File: config.mk
export PLATFORM = sky130hd
export DESIGN_NAME = pic_channel
export DESIGN_NICKNAME = d
export VERILOG_FILES = /design/src/rtl/pic_pkg.sv /design/src/rtl/pic_gate_edge.sv /design/src/rtl/pic_next_count.sv /design/src/rtl/pic_out_wave.sv /design/src/rtl/pic_channel.sv
export SDC_FILE = /design/constraint.sdc
export NUM_CORES = 1
export LEC_CHECK = 0
export BUFFER_PORTS_ARGS = -buffer_cell sky130_fd_sc_hd__buf_2
export CELL_PAD_IN_SITES_DETAIL_PLACEMENT = 1
export CELL_PAD_IN_SITES_GLOBAL_PLACEMENT = 1
export CORE_ASPECT_RATIO = 0.9
export CORE_MARGIN = 2
export CORE_UTILIZATION = 45
export CTS_CLUSTER_SIZE = 12
export DETAILED_ROUTE_END_ITERATION = 16
export GPL_TIMING_DRIVEN = 0
export PLACE_DENSITY_LB_ADDON = 0.1
export SLEW_MARGIN = 20
export SYNTH_ARGS = -nofsm -noshare
export SYNTH_HDL_FRONTEND = slang
export SYNTH_HIERARCHICAL = 1
export SYNTH_SLANG_ARGS = --single-unit
File: constraint.sdc
create_clock -name clk -period 4.97 [get_ports clk]
set_input_delay 0 -clock clk [delete_from_list [all_inputs] [get_ports clk]]
set_output_delay 0 -clock clk [all_outputs]
set_load 0.03 [all_outputs]
File: src/rtl/pic_pkg.sv
package pic_pkg;
  localparam logic [2:0] MODE_TERM    = 3'd0;
  localparam logic [2:0] MODE_ONESHOT = 3'd1;
  localparam logic [2:0] MODE_RATE    = 3'd2;
  localparam logic [2:0] MODE_SQUARE  = 3'd3;
  localparam logic [2:0] MODE_SWSTB   = 3'd4;
  localparam logic [2:0] MODE_HWSTB   = 3'd5;

  // modes 6 and 7 fold onto 2 and 3
  function automatic logic [2:0] eff_mode(input logic [2:0] m);
    return m[1] ? {1'b0, m[1:0]} : m;
  endfunction

  // gate level pauses counting
  function automatic logic gate_pauses(input logic [2:0] em);
    return (em == MODE_TERM) || (em == MODE_SWSTB);
  endfunction

  // gate rising edge restarts counting
  function automatic logic gate_retrigs(input logic [2:0] em);
    return (em == MODE_ONESHOT) || (em == MODE_RATE) ||
           (em == MODE_SQUARE) || (em == MODE_HWSTB);
  endfunction
endpackage

File: src/rtl/pic_gate_edge.sv
module pic_gate_edge (
  input  logic clk,
  input  logic rst_n,
  input  logic gate_i,
  output logic rise_o
);
  logic gate_q;

  always_ff @(posedge clk or negedge rst_n) begin
    if (!rst_n) gate_q <= 1'b0;
    else        gate_q <= gate_i;
  end

  assign rise_o = gate_i & ~gate_q;
endmodule

File: src/rtl/pic_next_count.sv
module pic_next_count
  import pic_pkg::*;
#(
  parameter int CW = 16
) (
  input  logic [CW-1:0] cnt_i,
  input  logic [CW-1:0] init_i,
  input  logic [2:0]    em_i,
  input  logic          out_i,
  output logic [CW-1:0] nxt_o,
  output logic          at_one_o,
  output logic          at_two_o
);
  localparam logic [CW-1:0] ONE = CW'(1);
  localparam logic [CW-1:0] TWO = CW'(2);

  // start value of a square-wave half: odd values split unevenly
  function automatic logic [CW-1:0] half_start(input logic [CW-1:0] v, input logic hi);
    if (!v[0]) return v;
    return hi ? v + ONE : v - ONE;
  endfunction

  assign at_one_o = (cnt_i == ONE);
  assign at_two_o = (cnt_i == TWO);

  always_comb begin
    unique case (em_i)
      MODE_SQUARE: nxt_o = at_two_o ? half_start(init_i, ~out_i) : cnt_i - TWO;
      MODE_RATE:   nxt_o = at_one_o ? init_i : cnt_i - ONE;
      default:     nxt_o = cnt_i - ONE;
    endcase
  end
endmodule

File: src/rtl/pic_out_wave.sv
module pic_out_wave
  import pic_pkg::*;
(
  input  logic       clk,
  input  logic       rst_n,
  input  logic       ld_fire_i,
  input  logic [2:0] ld_em_i,
  input  logic       restart_i,
  input  logic       tick_i,
  input  logic [2:0] em_i,
  input  logic       at_one_i,
  input  logic       at_two_i,
  output logic       out_o
);
  always_ff @(posedge clk or negedge rst_n) begin
    if (!rst_n) begin
      out_o <= 1'b0;
    end else if (ld_fire_i) begin
      out_o <= (ld_em_i != MODE_TERM);
    end else if (restart_i) begin
      out_o <= 1'b1;
    end else if (tick_i) begin
      unique case (em_i)
        MODE_TERM:   if (at_one_i) out_o <= 1'b1;
        MODE_RATE:   begin
          if (at_two_i)      out_o <= 1'b0;
          else if (at_one_i) out_o <= 1'b1;
        end
        MODE_SQUARE: if (at_two_i) out_o <= ~out_o;
        default:     out_o <= out_o;
      endcase
    end
  end
endmodule

File: src/rtl/pic_channel.sv
module pic_channel
  import pic_pkg::*;
#(
  parameter int CW = 16,
  parameter int MW = 3
) (
  input  logic          clk,
  input  logic          rst_n,
  input  logic          tick_en,
  input  logic          gate,
  input  logic          ld_valid,
  output logic          ld_ready,
  input  logic [CW-1:0] ld_value,
  input  logic [MW-1:0] ld_mode,
  input  logic          ld_bcd,
  output logic [CW-1:0] count_o,
  output logic          out_o,
  output logic [MW-1:0] mode_o,
  output logic          bcd_o
);
  localparam logic [CW-1:0] ONE = CW'(1);

  logic [MW-1:0] mode_q;
  logic          bcd_q;
  logic [CW-1:0] init_q, cnt_q, cnt_nxt;
  logic          armed_q;
  logic [2:0]    em, ld_em;
  logic          ld_fire, rise, restart, tick_act, at_one, at_two;

  // first count after a load or restart; square wave starts even
  function automatic logic [CW-1:0] first_val(input logic [CW-1:0] v, input logic [2:0] m);
    return (m == MODE_SQUARE && v[0]) ? v + ONE : v;
  endfunction

  assign ld_ready = 1'b1;
  assign ld_fire  = ld_valid & ld_ready;
  assign em       = eff_mode(mode_q);
  assign ld_em    = eff_mode(ld_mode);
  assign restart  = armed_q & rise & gate_retrigs(em) & ~ld_fire;
  assign tick_act = tick_en & armed_q & (gate | ~gate_pauses(em)) & ~ld_fire & ~restart;

  pic_gate_edge u_gate (
    .clk(clk), .rst_n(rst_n), .gate_i(gate), .rise_o(rise)
  );

  pic_next_count #(.CW(CW)) u_next (
    .cnt_i(cnt_q), .init_i(init_q), .em_i(em), .out_i(out_o),
    .nxt_o(cnt_nxt), .at_one_o(at_one), .at_two_o(at_two)
  );

  pic_out_wave u_out (
    .clk(clk), .rst_n(rst_n), .ld_fire_i(ld_fire), .ld_em_i(ld_em),
    .restart_i(restart), .tick_i(tick_act), .em_i(em),
    .at_one_i(at_one), .at_two_i(at_two), .out_o(out_o)
  );

  always_ff @(posedge clk or negedge rst_n) begin
    if (!rst_n) begin
      mode_q  <= '0;
      bcd_q   <= 1'b0;
      init_q  <= '0;
      cnt_q   <= '0;
      armed_q <= 1'b0;
    end else if (ld_fire) begin
      mode_q  <= ld_mode;
      bcd_q   <= ld_bcd;
      init_q  <= ld_value;
      cnt_q   <= first_val(ld_value, ld_em);
      armed_q <= 1'b1;
    end else if (restart) begin
      cnt_q <= first_val(init_q, em);
    end else if (tick_act) begin
      cnt_q <= cnt_nxt;
    end
  end

  assign count_o = cnt_q;
  assign mode_o  = mode_q;
  assign bcd_o   = bcd_q;

  assert_idle_before_load_R1: assert property (@(posedge clk) disable iff (!rst_n)
    !armed_q |-> (cnt_q == '0 && !out_o));

  assert_term_rise_at_zero_R4: assert property (@(posedge clk) disable iff (!rst_n)
    (em == MODE_TERM && $rose(out_o)) |-> (cnt_q == '0));

  assert_gate_pause_holds_R5: assert property (@(posedge clk) disable iff (!rst_n)
    (armed_q && gate_pauses(em) && !gate && !ld_fire) |=> (cnt_q == $past(cnt_q)));

  assert_retrig_reload_R6: assert property (@(posedge clk) disable iff (!rst_n)
    (armed_q && rise && !ld_fire && (em == MODE_ONESHOT || em == MODE_RATE || em == MODE_HWSTB))
      |=> (cnt_q == $past(init_q) && out_o));

  assert_rate_low_only_at_one_R7: assert property (@(posedge clk) disable iff (!rst_n)
    (armed_q && em == MODE_RATE && !out_o) |-> (cnt_q == ONE));

  assert_square_even_R8: assert property (@(posedge clk) disable iff (!rst_n)
    (armed_q && em == MODE_SQUARE) |-> !cnt_q[0]);

  assert_no_tick_holds_R10: assert property (@(posedge clk) disable iff (!rst_n)
    (!tick_en && !ld_fire && !restart) |=> (cnt_q == $past(cnt_q) && out_o == $past(out_o)));
endmodule

---- Word-level counts from Yosys, hierarchy flattened ----
Cells that the tools add are included.
storage, ports and cells
  flip-flop bits (word level) ............. 39
  output and inout port bits .............. 22
  input bits .............................. 25
  logic and storage cells ................. 68
cells by class
  equal/unequal tests ..................... 9
  $add $sub $neg .......................... 5
  multiplexer cells ....................... 22
  reduce and logical (&&, ||, !) cells .... 11
  bitwise gates (word level) .............. 14
operators by type and width
  cell                                                                      number
  16-bit 2-to-1 mux                                                         10
  16-bit by 1-bit adder with 16-bit output (second input constant)          2
  16-bit one-hot mux with 2 select lines                                    1
  16-bit by 1-bit subtractor with 16-bit output (second input constant)     2
  16-bit by 1-bit equality test with 1-bit output (second input constant)   1
  16-bit by 2-bit equality test with 1-bit output (second input constant)   1
  16-bit by 2-bit subtractor with 16-bit output (second input constant)     1
  3-bit by 2-bit equality test with 1-bit output (second input constant)    3
  1-bit AND                                                                 8
  1-bit 2-to-1 mux                                                          8
  3-bit equality test (second input constant)                               2
  3-bit 2-to-1 mux                                                          2
  3-bit nonzero test                                                        2
  1-bit NOT                                                                 5
  5-bit nonzero test                                                        1
  1-bit logical OR                                                          4
  4-bit by 3-bit inequality test with 1-bit output (second input constant)  1
  3-bit by 1-bit equality test with 1-bit output (second input constant)    1
  3-bit logical NOT                                                         1
  1-bit one-hot mux with 3 select lines                                     1
  3-bit AND reduction                                                       1
  1-bit logical AND                                                         2
  1-bit bitwise OR                                                          1

---- Longest topological paths before layout ----
  depth after elaboration ................. 12
  gate-level depth with buffers ........... 13
  mapped depth without buffers ............ 12

---- Cells and area by module ----
Netlist, hierarchy kept.
modules (own cells, without submodules)
  module          cells an instance  seq. area each (µm²)  instances  area an instance (µm²)
  pic_channel     251                925.9                 1          2,361.0
  pic_next_count  283                0.0                   1          1,933.1
  pic_out_wave    9                  25.0                  1          92.6
  pic_gate_edge   2                  25.0                  1          38.8

---- Least setup slack after synthesis ----
No wires, ideal clock.
  path kind ............................... register -> register
  start point ............................. reg u_out.out_o
  end point ............................... reg cnt_q[9], in the netlist count_o[9]
  buffers on the path ..................... 0
  data required time ...................... 4,849 ps
  library setup time ...................... 121 ps
  cell stages (with the launch flop) ...... 11
  arrival ................................. 2,893 ps
  path slack .............................. 1,956 ps
  clock period less this slack ............ 3,014 ps
  cell sequence ........................... dfrtp_1 -> ha_1 -> a21o_1 -> a221o_1 -> a41o_1 -> or3_1 -> nand2_1 -> o21ai_1 -> mux2i_1 -> a21oi_1 -> a22o_1
on the way
  word-level cells in the longest chain between the ends .. 7
RTL lines
  element                                 RTL line              text
  start, declared                         pic_out_wave.sv:13    output logic out_o
  start signal, assigned                  pic_out_wave.sv:19    out_o <= (ld_em_i != MODE_TERM);
  start signal, assigned                  pic_out_wave.sv:29    MODE_SQUARE: if (at_two_i) out_o <= ~out_o;
  start signal, assigned                  pic_out_wave.sv:30    default: out_o <= out_o;
  16-bit 2-to-1 mux (2 in a row)          pic_next_count.sv:20  return hi ? v + ONE : v - ONE;
  16-bit 2-to-1 mux                       pic_next_count.sv:28  MODE_SQUARE: nxt_o = at_two_o ? half_start(init_i, ~out_i) : cnt_i - TWO;
  16-bit one-hot mux with 2 select lines  pic_next_count.sv:27  unique case (em_i)
  net cnt_nxt[9]                          pic_channel.sv:25     logic [CW-1:0] init_q, cnt_q, cnt_nxt;
  16-bit 2-to-1 mux                       pic_channel.sv:72     end else if (tick_act) begin
  16-bit 2-to-1 mux                       pic_channel.sv:70     end else if (restart) begin
  16-bit 2-to-1 mux                       pic_channel.sv:64     end else if (ld_fire) begin
  end signal, assigned                    pic_channel.sv:68     cnt_q <= first_val(ld_value, ld_em);
  end signal, assigned                    pic_channel.sv:71     cnt_q <= first_val(init_q, em);
  end signal, assigned                    pic_channel.sv:73     cnt_q <= cnt_nxt;
  end, declared                           pic_channel.sv:25
The timed path passes the listed nets, and every way through them passes these cells. The select of a mux whose other input is x is not followed.
A chain may end at the register's enable or synchronous reset.

---- Worst setup path after layout ----
  start point ............................. reg u_out.out_o
  end point ............................... reg cnt_q[15], in the netlist count_o[15]
Same word-level chain as after synthesis.

==> impl_metrics.yaml <==
yosys:
  synth_nets: 590
  synth_area_mm2: 0.004425
  ys_types: 79
  syn_area_per_cell_um2: 8.120
  async_flop_share: 1.000
  synth_ff_type: "dfrtp_1"
  netlist_instances: 545
  synth_edf_count: 0
  synth-warning-count: 6
  ys_seq_area_frac: 0.2205
  ys_ff_latch: 39
routing:
  dr.pass1.iters: 5
  wl_met1_um: 7758
  drc_errors: 0
  wl_met3_um: 1021
  avgRoutedWirePerCell_um: 22.65
  maxUsedRoutingLayer: "met4"
  num_vias: 4695
  wl_um: 16580
  first_iter_violations: 286
  ant_nets: 0
  wl_met2_um: 7451
  viasPerCell: 6.414
clock_tree:
  cts_setup_buffers: 0
  clk_latency_ns: 0.29
  cts-htree-levels: 2
  cts_tree: "yes"
  cts_root_buf: "clkbuf_8"
  clkSinkCount: 39
  cts-buffers-inserted: 5
  cts_buffer_depth: 2
  path_clk_slew_ns: 0.08
floorplan:
  core_area_mm2: 0.009614
  io_pins: 47
  rows: 34
  start_util: 0.4603
  die_h_um: 98.08
  fp.dieW_um: 108.5
  dieArea_mm2: 0.01064
sta:
  period_share: 0.7495
  finalHoldViolCount: 0
  fmax_ghz: 0.2684
  fin_setup_tns_ns: 0
  rsz0062_at_grt: "no"
  fin_crit_ns: 3.725
  setup_slack_ns: 1.245
  setup_viol: 0
  skew_ns: 0.003002
  holdWs_ns: 0.007842
  tightest_slew_ns: 0.9813
  slew_headroom: 0.3458
  slew_violations: 0
placement:
  gp_congestion: 0.9466
  port_buffers: 45
  place_ws_ns: 1.307
  placed_area_mm2: 0.004808
  hpwlAfterDp_um: 12660
finish:
  antenna-diode-count: 0
  nNetsFinal: 652
  final_cell_mix: "nand2_1, buf_2, nor2_1, dfrtp_1, xnor2_1"
  drive_gt1_frac: 0.1898
  nFillCells: 1234
  area_delta_synth_final_pct: 12.55
  final_area_mm2: 0.004981
  layout_commonest_cell: "nand2_1"
flow_run:
  cap_violations: 0
critical_path:
  r2r-start: "u_out/out_o"
  r2r_cells: 10
  worstPathArrival_ns: 3.93
  critPathCapture: "count_o[15]"
  crit_start: "u_out/out_o"
  crit_type: "register to register"
  path_max_fanout: 19
  worst_r2r_endpoint: "count_o[15]"
  end_kind: "register"
  r2r_slack_ns: 1.24
  cp_data_required_time_ns: 5.17
  crit_path_start_kind: "register"
global_routing:
  antenna_found_initial: 0
  grt_max_degree: 40
  globalRouteOverflowTotal: 0
  grt_pass1_vias: 4689
  grt_usage: 0.3236
  grt_pass1_wl_um: 26400
pwr:
  ir_drop_mv: 0.1394
  p_leak_uw: 0.002025
  p_per_area_mw_per_mm2: 244.2
hold_path:
  min_path_type: "input port to register"
run_status:
  outcome: "finished, final reports clean"
[cells in the mapped netlist, types with 3 or more instances]
| cell | instances | share of area |
|---|---|---|
| a21oi_1 | 29 | 0.033 |
| nand4_1 | 10 | 0.014 |
| o31ai_1 | 3 | 0.0051 |
| xnor2_1 | 30 | 0.059 |
| nor4_2 | 3 | 0.0085 |
| o221ai_1 | 3 | 0.0059 |
| nor2_1 | 44 | 0.037 |
| nor2b_1 | 5 | 0.0071 |
| buf_6 | 4 | 0.010 |
| mux2_2 | 20 | 0.051 |
| and4_1 | 5 | 0.0099 |
| o21ai_0 | 22 | 0.025 |
| o21ai_1 | 10 | 0.011 |
| or4_1 | 4 | 0.0068 |
| buf_4 | 5 | 0.0085 |
| nor3_2 | 3 | 0.0068 |
| a22oi_1 | 3 | 0.0051 |
| o211ai_1 | 4 | 0.0068 |
| nor3_1 | 16 | 0.018 |
| a2bb2oi_1 | 5 | 0.0099 |
| a211o_1 | 4 | 0.0079 |
| buf_2 | 9 | 0.010 |
| mux2i_1 | 11 | 0.025 |
| nand2_1 | 55 | 0.047 |
| nor4_1 | 8 | 0.011 |
| xor2_1 | 18 | 0.036 |
| dfrtp_1 | 39 | 0.22 |
| o22ai_1 | 5 | 0.0071 |
| a211oi_1 | 5 | 0.0085 |
| o2bb2ai_1 | 3 | 0.0059 |
| ha_1 | 20 | 0.057 |
| o21bai_1 | 3 | 0.0051 |
| clkbuf_1 | 10 | 0.0085 |
| or3_1 | 9 | 0.013 |
| inv_1 | 10 | 0.0085 |
| and3_1 | 11 | 0.016 |
| a21o_1 | 4 | 0.0068 |
| a31oi_1 | 10 | 0.014 |
| and2_1 | 3 | 0.0042 |
| nand2b_1 | 5 | 0.0071 |
| nor3b_1 | 3 | 0.0051 |
| nand3_1 | 23 | 0.026 |
[power breakdown]
part / internal [uW] / switching (uW)
clock: 93.8 / 114
sequential: 351 / 88.3
combinational: 224 / 345
[state kept, by name, summed over array words and instances (netlist names)]
register       count
bcd_o              1
u_out/out_o        1
init_q            16
count_o           16
mode_o             3
armed_q            1
u_gate/gate_q      1
[cells by family after synthesis]
group / share of synthesized area
AOI/OAI and AO/OA: 0.2098
xor gates and xnor gates: 0.09500
adders and majority gates: 0.05655
buffers and inverters: 0.04863
DFF: 0.2205
muxes: 0.07577
other: 0.0008474
and+or+nand+nor: 0.2929
[layer usage]
| layer | vias up | global-route usage |
|---|---|---|
| met3 | 20 | 0.03071 |
| li1 | 2161 | - |
| met2 | 161 | 0.5135 |
| met5 | - | 0 |
| met4 | 0 | 0.08284 |
| met1 | 2353 | 0.4705 |
[critical path: stages (launching register included)]
cell,delay (ns)
dfrtp_1,0.90
ha_1,0.42
a21o_1,0.23
a221o_1,0.43
a41o_1,0.33
a21oi_1,0.47
nor4_1,0.12
o21ai_1,0.24
mux2i_1,0.12
o2bb2ai_1,0.14
a211oi_1,0.23
[per-stage QoR]
step,power [uW],std cells,util
final,1216,732,0.5181
after detailed placement,993.6,716,0.5001
after floorplan,807.1,545,-
after global placement,974.9,716,0.5001
after CTS,1212,732,0.5181
after global routing,1283,732,0.5181
[how the worst min path moves through the flow]
stage	start	end	slack (ns)	cells past startpoint
after floorplan	rst_n	armed_q	-0.30	0
after global placement	gate	u_gate/gate_q	0.14	1
after detailed placement	gate	u_gate/gate_q	0.14	1
after CTS	ld_value[14]	init_q[14]	0.0006	3
after global routing	ld_value[1]	init_q[1]	0.01	2
final	ld_value[9]	init_q[9]	0.008	2
[cell type report]
| cell class | instances | area, um^2 | area share |
|---|---|---|---|
| multi-input combinational | 465 | 3234 | 0.6493 |
| sequential | 39 | 975.9 | 0.1959 |
| inverter | 11 | 42.54 | 0.008541 |
| timing repair buffer | 55 | 325.3 | 0.06531 |
| tap | 126 | 157.7 | 0.03165 |
| buffer | 30 | 172.7 | 0.03466 |
| clock buffer | 6 | 72.57 | 0.01457 |
[timing repair]
item	in CTS	in global routing
hold endpoints to repair	48	0
resized for setup	0	0
hold buffers	10	0
(Power assumes the default switching activity.)
